--- config.mk ---
export PLATFORM = sky130hd
export DESIGN_NAME = cfg_item_port
export DESIGN_NICKNAME = d
export VERILOG_FILES = /design/src/rtl/cfgport_pkg.sv /design/src/rtl/cfgport_decode.sv /design/src/rtl/cfgport_cursor.sv /design/src/rtl/cfgport_table.sv /design/src/rtl/cfgport_store.sv /design/src/rtl/cfg_item_port.sv
export SDC_FILE = /design/constraint.sdc
export NUM_CORES = 2
export LEC_CHECK = 0
export BUFFER_PORTS_ARGS = -buffer_cell sky130_fd_sc_hd__buf_2
export CAP_MARGIN = 20
export CORE_UTILIZATION = 50
export DETAILED_ROUTE_END_ITERATION = 10
export PLACE_DENSITY = 0.65
export REMOVE_ABC_BUFFERS = 1
export SLEW_MARGIN = 25
export SYNTH_ARGS = -nofsm -noshare
export SYNTH_HDL_FRONTEND = slang
export SYNTH_SLANG_ARGS = --single-unit
--- constraint.sdc ---
create_clock -name clk -period 18.4 [get_ports clk]
set_input_delay 2.76 -clock clk [delete_from_list [all_inputs] [get_ports clk]]
set_output_delay 2.76 -clock clk [all_outputs]
set_load 0.005 [all_outputs]
--- src/rtl/cfgport_pkg.sv ---
package cfgport_pkg;
  localparam int KEY_W        = 16;
  localparam int WR_CHAN_BIT  = 15;
  localparam int BANK_BIT     = 14;
  localparam int INDEX_W      = 14;

  localparam logic PORT_CTL  = 1'b0;
  localparam logic PORT_DATA = 1'b1;

  typedef enum logic [1:0] {
    SZ_BYTE  = 2'd0,
    SZ_HALF  = 2'd1,
    SZ_WORD  = 2'd2,
    SZ_DWORD = 2'd3
  } acc_size_e;

  typedef enum logic [1:0] {
    OP_NONE   = 2'd0,
    OP_SELECT = 2'd1,
    OP_READ   = 2'd2,
    OP_WRITE  = 2'd3
  } bus_op_e;
endpackage

--- src/rtl/cfgport_decode.sv ---
module cfgport_decode
  import cfgport_pkg::*;
(
  input  logic       shared_mode,
  input  logic       req_port,
  input  logic       req_write,
  input  logic [1:0] req_size,
  output bus_op_e    op
);
  acc_size_e size;
  bus_op_e   data_op;

  assign size    = acc_size_e'(req_size);
  assign data_op = req_write ? OP_WRITE : OP_READ;

  always_comb begin
    op = OP_NONE;
    if (shared_mode) begin
      if (size == SZ_BYTE)                  op = data_op;
      else if (size == SZ_HALF && req_write) op = OP_SELECT;
    end else if (req_port == PORT_CTL) begin
      if (size == SZ_HALF && req_write)      op = OP_SELECT;
    end else begin
      if (size == SZ_BYTE)                  op = data_op;
    end
  end
endmodule

--- src/rtl/cfgport_cursor.sv ---
module cfgport_cursor
  import cfgport_pkg::*;
#(
  parameter int NUM_ENTRIES = 32,
  parameter int LEN_W       = 9
) (
  input  logic             clk,
  input  logic             rst_n,
  input  logic             sel_en,
  input  logic [KEY_W-1:0] sel_key,
  input  logic             adv,
  input  logic             wrap,
  output logic [KEY_W-1:0] key,
  output logic             key_ok,
  output logic [LEN_W-1:0] off
);
  localparam logic [INDEX_W:0] LIMIT = (INDEX_W + 1)'(NUM_ENTRIES);

  logic sel_ok;
  assign sel_ok = {1'b0, sel_key[INDEX_W-1:0]} < LIMIT;

  always_ff @(posedge clk or negedge rst_n) begin
    if (!rst_n) begin
      key    <= '0;
      key_ok <= 1'b1;
      off    <= '0;
    end else if (sel_en) begin
      key    <= sel_key;
      key_ok <= sel_ok;
      off    <= '0;
    end else if (wrap) begin
      off    <= '0;
    end else if (adv) begin
      off    <= off + LEN_W'(1);
    end
  end
endmodule

--- src/rtl/cfgport_table.sv ---
module cfgport_table #(
  parameter int NUM_ENTRIES = 32,
  parameter int ADDR_W      = 8,
  parameter int LEN_W       = 9,
  parameter int IDX_W       = 5
) (
  input  logic              clk,
  input  logic              rst_n,
  input  logic              pl_en,
  input  logic              pl_bank,
  input  logic [IDX_W-1:0]  pl_index,
  input  logic [ADDR_W-1:0] pl_base,
  input  logic [LEN_W-1:0]  pl_len,
  input  logic              pl_writable,
  input  logic              lk_bank,
  input  logic [IDX_W-1:0]  lk_index,
  output logic [ADDR_W-1:0] lk_base,
  output logic [LEN_W-1:0]  lk_len,
  output logic              lk_writable
);
  localparam int NSLOT  = 2 * NUM_ENTRIES;
  localparam int SLOT_W = $clog2(NSLOT);
  localparam logic [IDX_W:0]    N_LIM   = (IDX_W + 1)'(NUM_ENTRIES);
  localparam logic [SLOT_W-1:0] BANK_OFS = SLOT_W'(NUM_ENTRIES);

  logic [ADDR_W-1:0] base_q [NSLOT];
  logic [LEN_W-1:0]  len_q  [NSLOT];
  logic              wr_q   [NSLOT];

  function automatic logic [SLOT_W-1:0] slot_of(input logic bank, input logic [IDX_W-1:0] idx);
    return SLOT_W'(idx) + (bank ? BANK_OFS : '0);
  endfunction

  logic              pl_hit;
  logic [SLOT_W-1:0] pl_slot;
  logic              lk_hit;
  logic [SLOT_W-1:0] lk_slot;

  assign pl_hit  = pl_en && ({1'b0, pl_index} < N_LIM);
  assign pl_slot = slot_of(pl_bank, pl_index);
  assign lk_hit  = {1'b0, lk_index} < N_LIM;
  assign lk_slot = slot_of(lk_bank, lk_index);

  always_ff @(posedge clk or negedge rst_n) begin
    if (!rst_n) begin
      for (int i = 0; i < NSLOT; i++) begin
        base_q[i] <= '0;
        len_q[i]  <= '0;
        wr_q[i]   <= 1'b0;
      end
    end else if (pl_hit) begin
      base_q[pl_slot] <= pl_base;
      len_q[pl_slot]  <= pl_len;
      wr_q[pl_slot]   <= pl_writable;
    end
  end

  always_comb begin
    lk_base     = '0;
    lk_len      = '0;
    lk_writable = 1'b0;
    if (lk_hit) begin
      lk_base     = base_q[lk_slot];
      lk_len      = len_q[lk_slot];
      lk_writable = wr_q[lk_slot];
    end
  end
endmodule

--- src/rtl/cfgport_store.sv ---
module cfgport_store #(
  parameter int MEM_BYTES = 256,
  parameter int ADDR_W    = 8,
  parameter int LEN_W     = 9
) (
  input  logic              clk,
  input  logic              pl_we,
  input  logic [ADDR_W-1:0] pl_addr,
  input  logic [7:0]        pl_byte,
  input  logic              bus_we,
  input  logic [ADDR_W-1:0] bus_base,
  input  logic [LEN_W-1:0]  bus_off,
  input  logic [7:0]        bus_wbyte,
  output logic [7:0]        bus_rbyte
);
  localparam bit POW2 = (MEM_BYTES & (MEM_BYTES - 1)) == 0;

  logic [7:0]        mem_q [MEM_BYTES];
  logic [ADDR_W-1:0] bus_addr;

  generate
    if (POW2) begin : g_pow2
      logic unused_off_hi;
      assign unused_off_hi = ^bus_off[LEN_W-1:ADDR_W];
      assign bus_addr = bus_base + bus_off[ADDR_W-1:0];
    end else begin : g_mod
      localparam logic [LEN_W:0] MEM_SZ = (LEN_W + 1)'(MEM_BYTES);
      logic [LEN_W:0] sum;
      logic [LEN_W:0] folded;
      assign sum      = (LEN_W + 1)'(bus_base) + (LEN_W + 1)'(bus_off);
      assign folded   = (sum >= MEM_SZ) ? (sum - MEM_SZ) : sum;
      assign bus_addr = folded[ADDR_W-1:0];
    end
  endgenerate

  always_ff @(posedge clk) begin
    if (bus_we)     mem_q[bus_addr] <= bus_wbyte;
    else if (pl_we) mem_q[pl_addr]  <= pl_byte;
  end

  assign bus_rbyte = mem_q[bus_addr];
endmodule

--- src/rtl/cfg_item_port.sv ---
module cfg_item_port
  import cfgport_pkg::*;
#(
  parameter int NUM_ENTRIES = 32,
  parameter int MEM_BYTES   = 256,
  localparam int ADDR_W     = $clog2(MEM_BYTES),
  localparam int LEN_W      = ADDR_W + 1,
  localparam int IDX_W      = (NUM_ENTRIES > 1) ? $clog2(NUM_ENTRIES) : 1
) (
  input  logic              clk,
  input  logic              rst_n,
  input  logic              shared_mode,
  input  logic              req_valid,
  output logic              req_ready,
  input  logic              req_write,
  input  logic              req_port,
  input  logic [1:0]        req_size,
  input  logic [15:0]       req_wdata,
  output logic              rsp_valid,
  input  logic              rsp_ready,
  output logic [7:0]        rsp_rdata,
  output logic              done_pulse,
  input  logic              pl_valid,
  input  logic              pl_is_entry,
  input  logic              pl_bank,
  input  logic [IDX_W-1:0]  pl_index,
  input  logic [ADDR_W-1:0] pl_addr,
  input  logic [LEN_W-1:0]  pl_len,
  input  logic              pl_writable,
  input  logic [7:0]        pl_byte
);
  bus_op_e           dec_op;
  bus_op_e           op;
  logic              fire;
  logic [KEY_W-1:0]  key;
  logic              key_ok;
  logic [LEN_W-1:0]  off;
  logic [ADDR_W-1:0] ent_base;
  logic [LEN_W-1:0]  ent_len;
  logic              ent_wr;
  logic [7:0]        rbyte;
  logic              in_range;
  logic              rd_go;
  logic              wr_go;
  logic              fill_last;

  assign req_ready = !rsp_valid || rsp_ready;
  assign fire      = req_valid && req_ready;
  assign op        = fire ? dec_op : OP_NONE;

  cfgport_decode u_decode (
    .shared_mode (shared_mode),
    .req_port    (req_port),
    .req_write   (req_write),
    .req_size    (req_size),
    .op          (dec_op)
  );

  cfgport_cursor #(
    .NUM_ENTRIES (NUM_ENTRIES),
    .LEN_W       (LEN_W)
  ) u_cursor (
    .clk     (clk),
    .rst_n   (rst_n),
    .sel_en  (op == OP_SELECT),
    .sel_key (req_wdata),
    .adv     (rd_go || wr_go),
    .wrap    (fill_last),
    .key     (key),
    .key_ok  (key_ok),
    .off     (off)
  );

  cfgport_table #(
    .NUM_ENTRIES (NUM_ENTRIES),
    .ADDR_W      (ADDR_W),
    .LEN_W       (LEN_W),
    .IDX_W       (IDX_W)
  ) u_table (
    .clk         (clk),
    .rst_n       (rst_n),
    .pl_en       (pl_valid && pl_is_entry),
    .pl_bank     (pl_bank),
    .pl_index    (pl_index),
    .pl_base     (pl_addr),
    .pl_len      (pl_len),
    .pl_writable (pl_writable),
    .lk_bank     (key[BANK_BIT]),
    .lk_index    (key[IDX_W-1:0]),
    .lk_base     (ent_base),
    .lk_len      (ent_len),
    .lk_writable (ent_wr)
  );

  cfgport_store #(
    .MEM_BYTES (MEM_BYTES),
    .ADDR_W    (ADDR_W),
    .LEN_W     (LEN_W)
  ) u_store (
    .clk       (clk),
    .pl_we     (pl_valid && !pl_is_entry),
    .pl_addr   (pl_addr),
    .pl_byte   (pl_byte),
    .bus_we    (wr_go),
    .bus_base  (ent_base),
    .bus_off   (off),
    .bus_wbyte (req_wdata[7:0]),
    .bus_rbyte (rbyte)
  );

  logic unused_key_mid;
  assign unused_key_mid = ^key[INDEX_W-1:IDX_W];

  assign in_range  = key_ok && (off < ent_len);
  assign rd_go     = (op == OP_READ) && in_range;
  assign wr_go     = (op == OP_WRITE) && in_range && key[WR_CHAN_BIT] && ent_wr;
  assign fill_last = wr_go && ((off + LEN_W'(1)) == ent_len);

  always_ff @(posedge clk or negedge rst_n) begin
    if (!rst_n) begin
      rsp_valid  <= 1'b0;
      rsp_rdata  <= '0;
      done_pulse <= 1'b0;
    end else begin
      done_pulse <= fill_last;
      if (fire) begin
        rsp_valid <= 1'b1;
        rsp_rdata <= rd_go ? rbyte : 8'h00;
      end else if (rsp_ready) begin
        rsp_valid <= 1'b0;
      end
    end
  end
endmodule

==> flow_summary.yaml <==
placed_design:
  dp_hpwl_um: 207000
  dpl-instance-area_um2: 138000
  gp_congestion: 0.861
  dp.cells: 10694
  numPortBuffers: 69
  dp_slack_ps: 8390
synthesis:
  yosysMostFrequentCell: "edfxtp_1"
  yosysUniqueCellTypes: 71
  seq_area_frac_synth: 0.681
  async_reset_ff_frac: 0.365
  netlist.area_leader.share: 0.460
  synth-main-ff-cell: "edfxtp_1"
  yosysWarnings: 0
  synthTopCellsByCount: "2,048 x edfxtp_1, 1,178 x dfrtp_1, 1,170 x mux2_2"
  synth_area_um2: 134000
  synth_edf_count: 2048
  ys_ff_latch: 3227
  syn_area_per_cell_um2: 18.0
  ys_top_cells_by_area: "edfxtp_1 46%, dfrtp_1 22%, mux4_2 14%, mux2_2 9.9%, nand2_1 1.6%"
  synth_cells: 7444
  synth_top_cell_by_area: "edfxtp_1"
drt:
  ant_nets: 0
  vias_per_cell: 6.26
  drc: 8
  drtPass1Iterations: 9
  first_iter_violations: 7190
  wl_um: 348000
  wl_per_cell_um: 30.8
  num_vias: 70832
timing:
  timing.final.crit_share: 0.524
  worst_slew_pin_slew_ps: 1190
  finClkSkew_ps: 72.6
  fmax_ghz: 0.104
  rsz0062_at_grt: "no"
  slew_violations: 0
  min_period_ps: 9640
  setup-tns-final_ps: 0
  hold_viol: 0
  finalSetupViolations: 0
  worst_slew_margin_rel: 0.197
  layout_setup_ws_ps: 8760
  whs_ps: 500
setup_path:
  worstPathRequired_ps: 19210
  worst_ep_arrival_time_ps: 10450
  cp_max_fo: 82
  path_class: "flip-flop to flip-flop"
  cp-end-kind: "flip-flop"
  start_kind: "flip-flop"
global_routing:
  antenna_found_initial: 15
  grt_overflow_total: 0
  grt_max_degree: 189
  grt_first_pass_wirelength_um: 512000
  grt_use_total: 0.259
  grt_pass1_vias: 72386
layout:
  final_layout_size_suffix_gt1_frac: 0.370
  area_growth_pct: 12.0
  finalNonFillerCells: 11315
  nets: 7583
  finish.instance_area_um2: 150000
  final_core_utilization: 0.564
power:
  power_switching_mw: 6.05
  p_total_mw: 20.2
  pwr-share-seq: 0.402
  clkPwrFrac: 0.336
  p_leak_nw: 55.5
  powerDensity_nw_per_um2: 135
  pwr-share-comb: 0.262
  cell_internal_pwr_mw: 14.2
  peakVddDrop_mv: 0.158
  switching_share: 0.299
clocking:
  clk_latency_ps: 940
  cts_buffers: 335
  cts_resized: 0
  clock_sinks: 3227
  ctsHoldBuffers: 0
  cts-root-buf: "clkbuf_16"
  cts_max_level: 5
  cts_tree: "built"
  postCtsSetupBuffers: 0
  clock_path_buffers: 4
  clk_pin_slew_worst_paths_ps: 60
die:
  dieHeight_um: 519
  start_util: 0.503
  die_area_um2: 269000
  boundaryPins: 70
  core_um2: 266000
  chipWidth_um: 519
  row_count: 189
outcome:
  outcome: "finished, violations left"
  failed_checks: "DRC"
flow_run:
  drv_cap: 0
worst_hold_path:
  hold_path.class: "flip-flop to flip-flop"
-- critical path, stage by stage, from the launching register on --
cell	delay, ps
dfrtp_4	890
buf_12	540
buf_4	700
mux4_2	600
mux4_2	590
mux4_2	570
fa_4	1290
buf_6	710
buf_4	780
buf_4	760
mux4_2	360
nand2_1	60
nand3_1	180
nand4_1	220
a22oi_1	530
a21oi_1	150
o31ai_1	260
-- flip-flops by register name, summed over array words and instances, names as in the netlist --
signal and cells:
done_pulse 1, u_cursor.off 9, u_cursor.key 7, rsp_valid 1
rsp_rdata 8, u_cursor.key_ok 1, u_table.base_q 512, u_table.wr_q 64
u_store.mem_q 2048, u_table.len_q 576
-- cells by family (layout without fill, tap and decap cells) --
family | count (synthesis) | count (layout) | share of synthesized area
xor+xnor | 32 | 32 | 0.00243
simple gates | 1361 | 1361 | 0.0444
other cells | 0 | 9 | 0
mux | 2056 | 2056 | 0.242
compound gates | 198 | 198 | 0.0114
flops | 3227 | 3227 | 0.681
fa+ha+maj | 18 | 18 | 0.00174
buf+inv | 552 | 881 | 0.0167
-- final cells by class --
type / instances / area [um^2]
Multi-Input combinational cell: 3665 / 41000
Tap cell: 3533 / 4420
Inverter: 13 / 50.0
Timing Repair Buffer: 264 / 2100
Antenna cell: 9 / 22.5
Sequential cell: 3227 / 91000
Fill cell: 20074 / 116000
Clock buffer: 443 / 9300
Clock inverter: 161 / 1700
-- per-layer routing --
layer	wire, um	vias up	global-route usage
met4	11900	6	0.0882
met5	33	-	0
met1	143000	38355	0.367
met3	24600	538	0.0394
met2	169000	2726	0.413
li1	-	29207	-
-- layout by cell type (no fill, tap or decap), types with 34 or more instances in the layout --
cell type,n
a22oi_1,47
buf_2,67
buf_4,172
clkbuf_1,66
clkbuf_16,343
clkbuf_8,34
clkinv_1,50
clkinv_2,54
dfrtp_1,1174
edfxtp_1,2048
mux2_2,1162
mux2i_1,59
mux4_2,827
nand2_1,574
nand3_1,279
nand4_1,76
nor2_1,281
nor2_2,46
-- power groups by stage --
stage | combinational (mW) | clock, mW | sequential, mW
6_report | 5.30 | 6.80 | 8.14
5_1_grt | 5.63 | 7.16 | 8.17
3_5_place_dp | 5.32 | 0 | 8.28
3_3_place_gp | 5.28 | 0 | 8.27
2_1_floorplan | 5.68 | 0 | 8.36
4_1_cts | 5.34 | 6.89 | 8.14
-- path summary, 6_finish.rpt --
check | startpoint | to | slack [ps] | cells past startpoint
setup / recovery | u_cursor.key[0]$_DFFE_PN0N_ | rsp_rdata[3]$_DFFE_PN0P_ | 8760 | 16
hold / removal | u_table.len_q[313]$_DFFE_PN0P_ | u_table.len_q[313]$_DFFE_PN0P_ | 500 | 1
setup reg to reg | u_cursor.key[0]$_DFFE_PN0N_ | rsp_rdata[3]$_DFFE_PN0P_ | 8760 | 16
hold reg to reg | u_table.len_q[313]$_DFFE_PN0P_ | u_table.len_q[313]$_DFFE_PN0P_ | 500 | 1
max in group asynchronous | rst_n | u_table.base_q[271]$_DFFE_PN0P_ | 13230 | 5
min in group asynchronous | rst_n | u_table.len_q[262]$_DFFE_PN0P_ | 1760 | 1
Power figures use the tool's default switching activity.
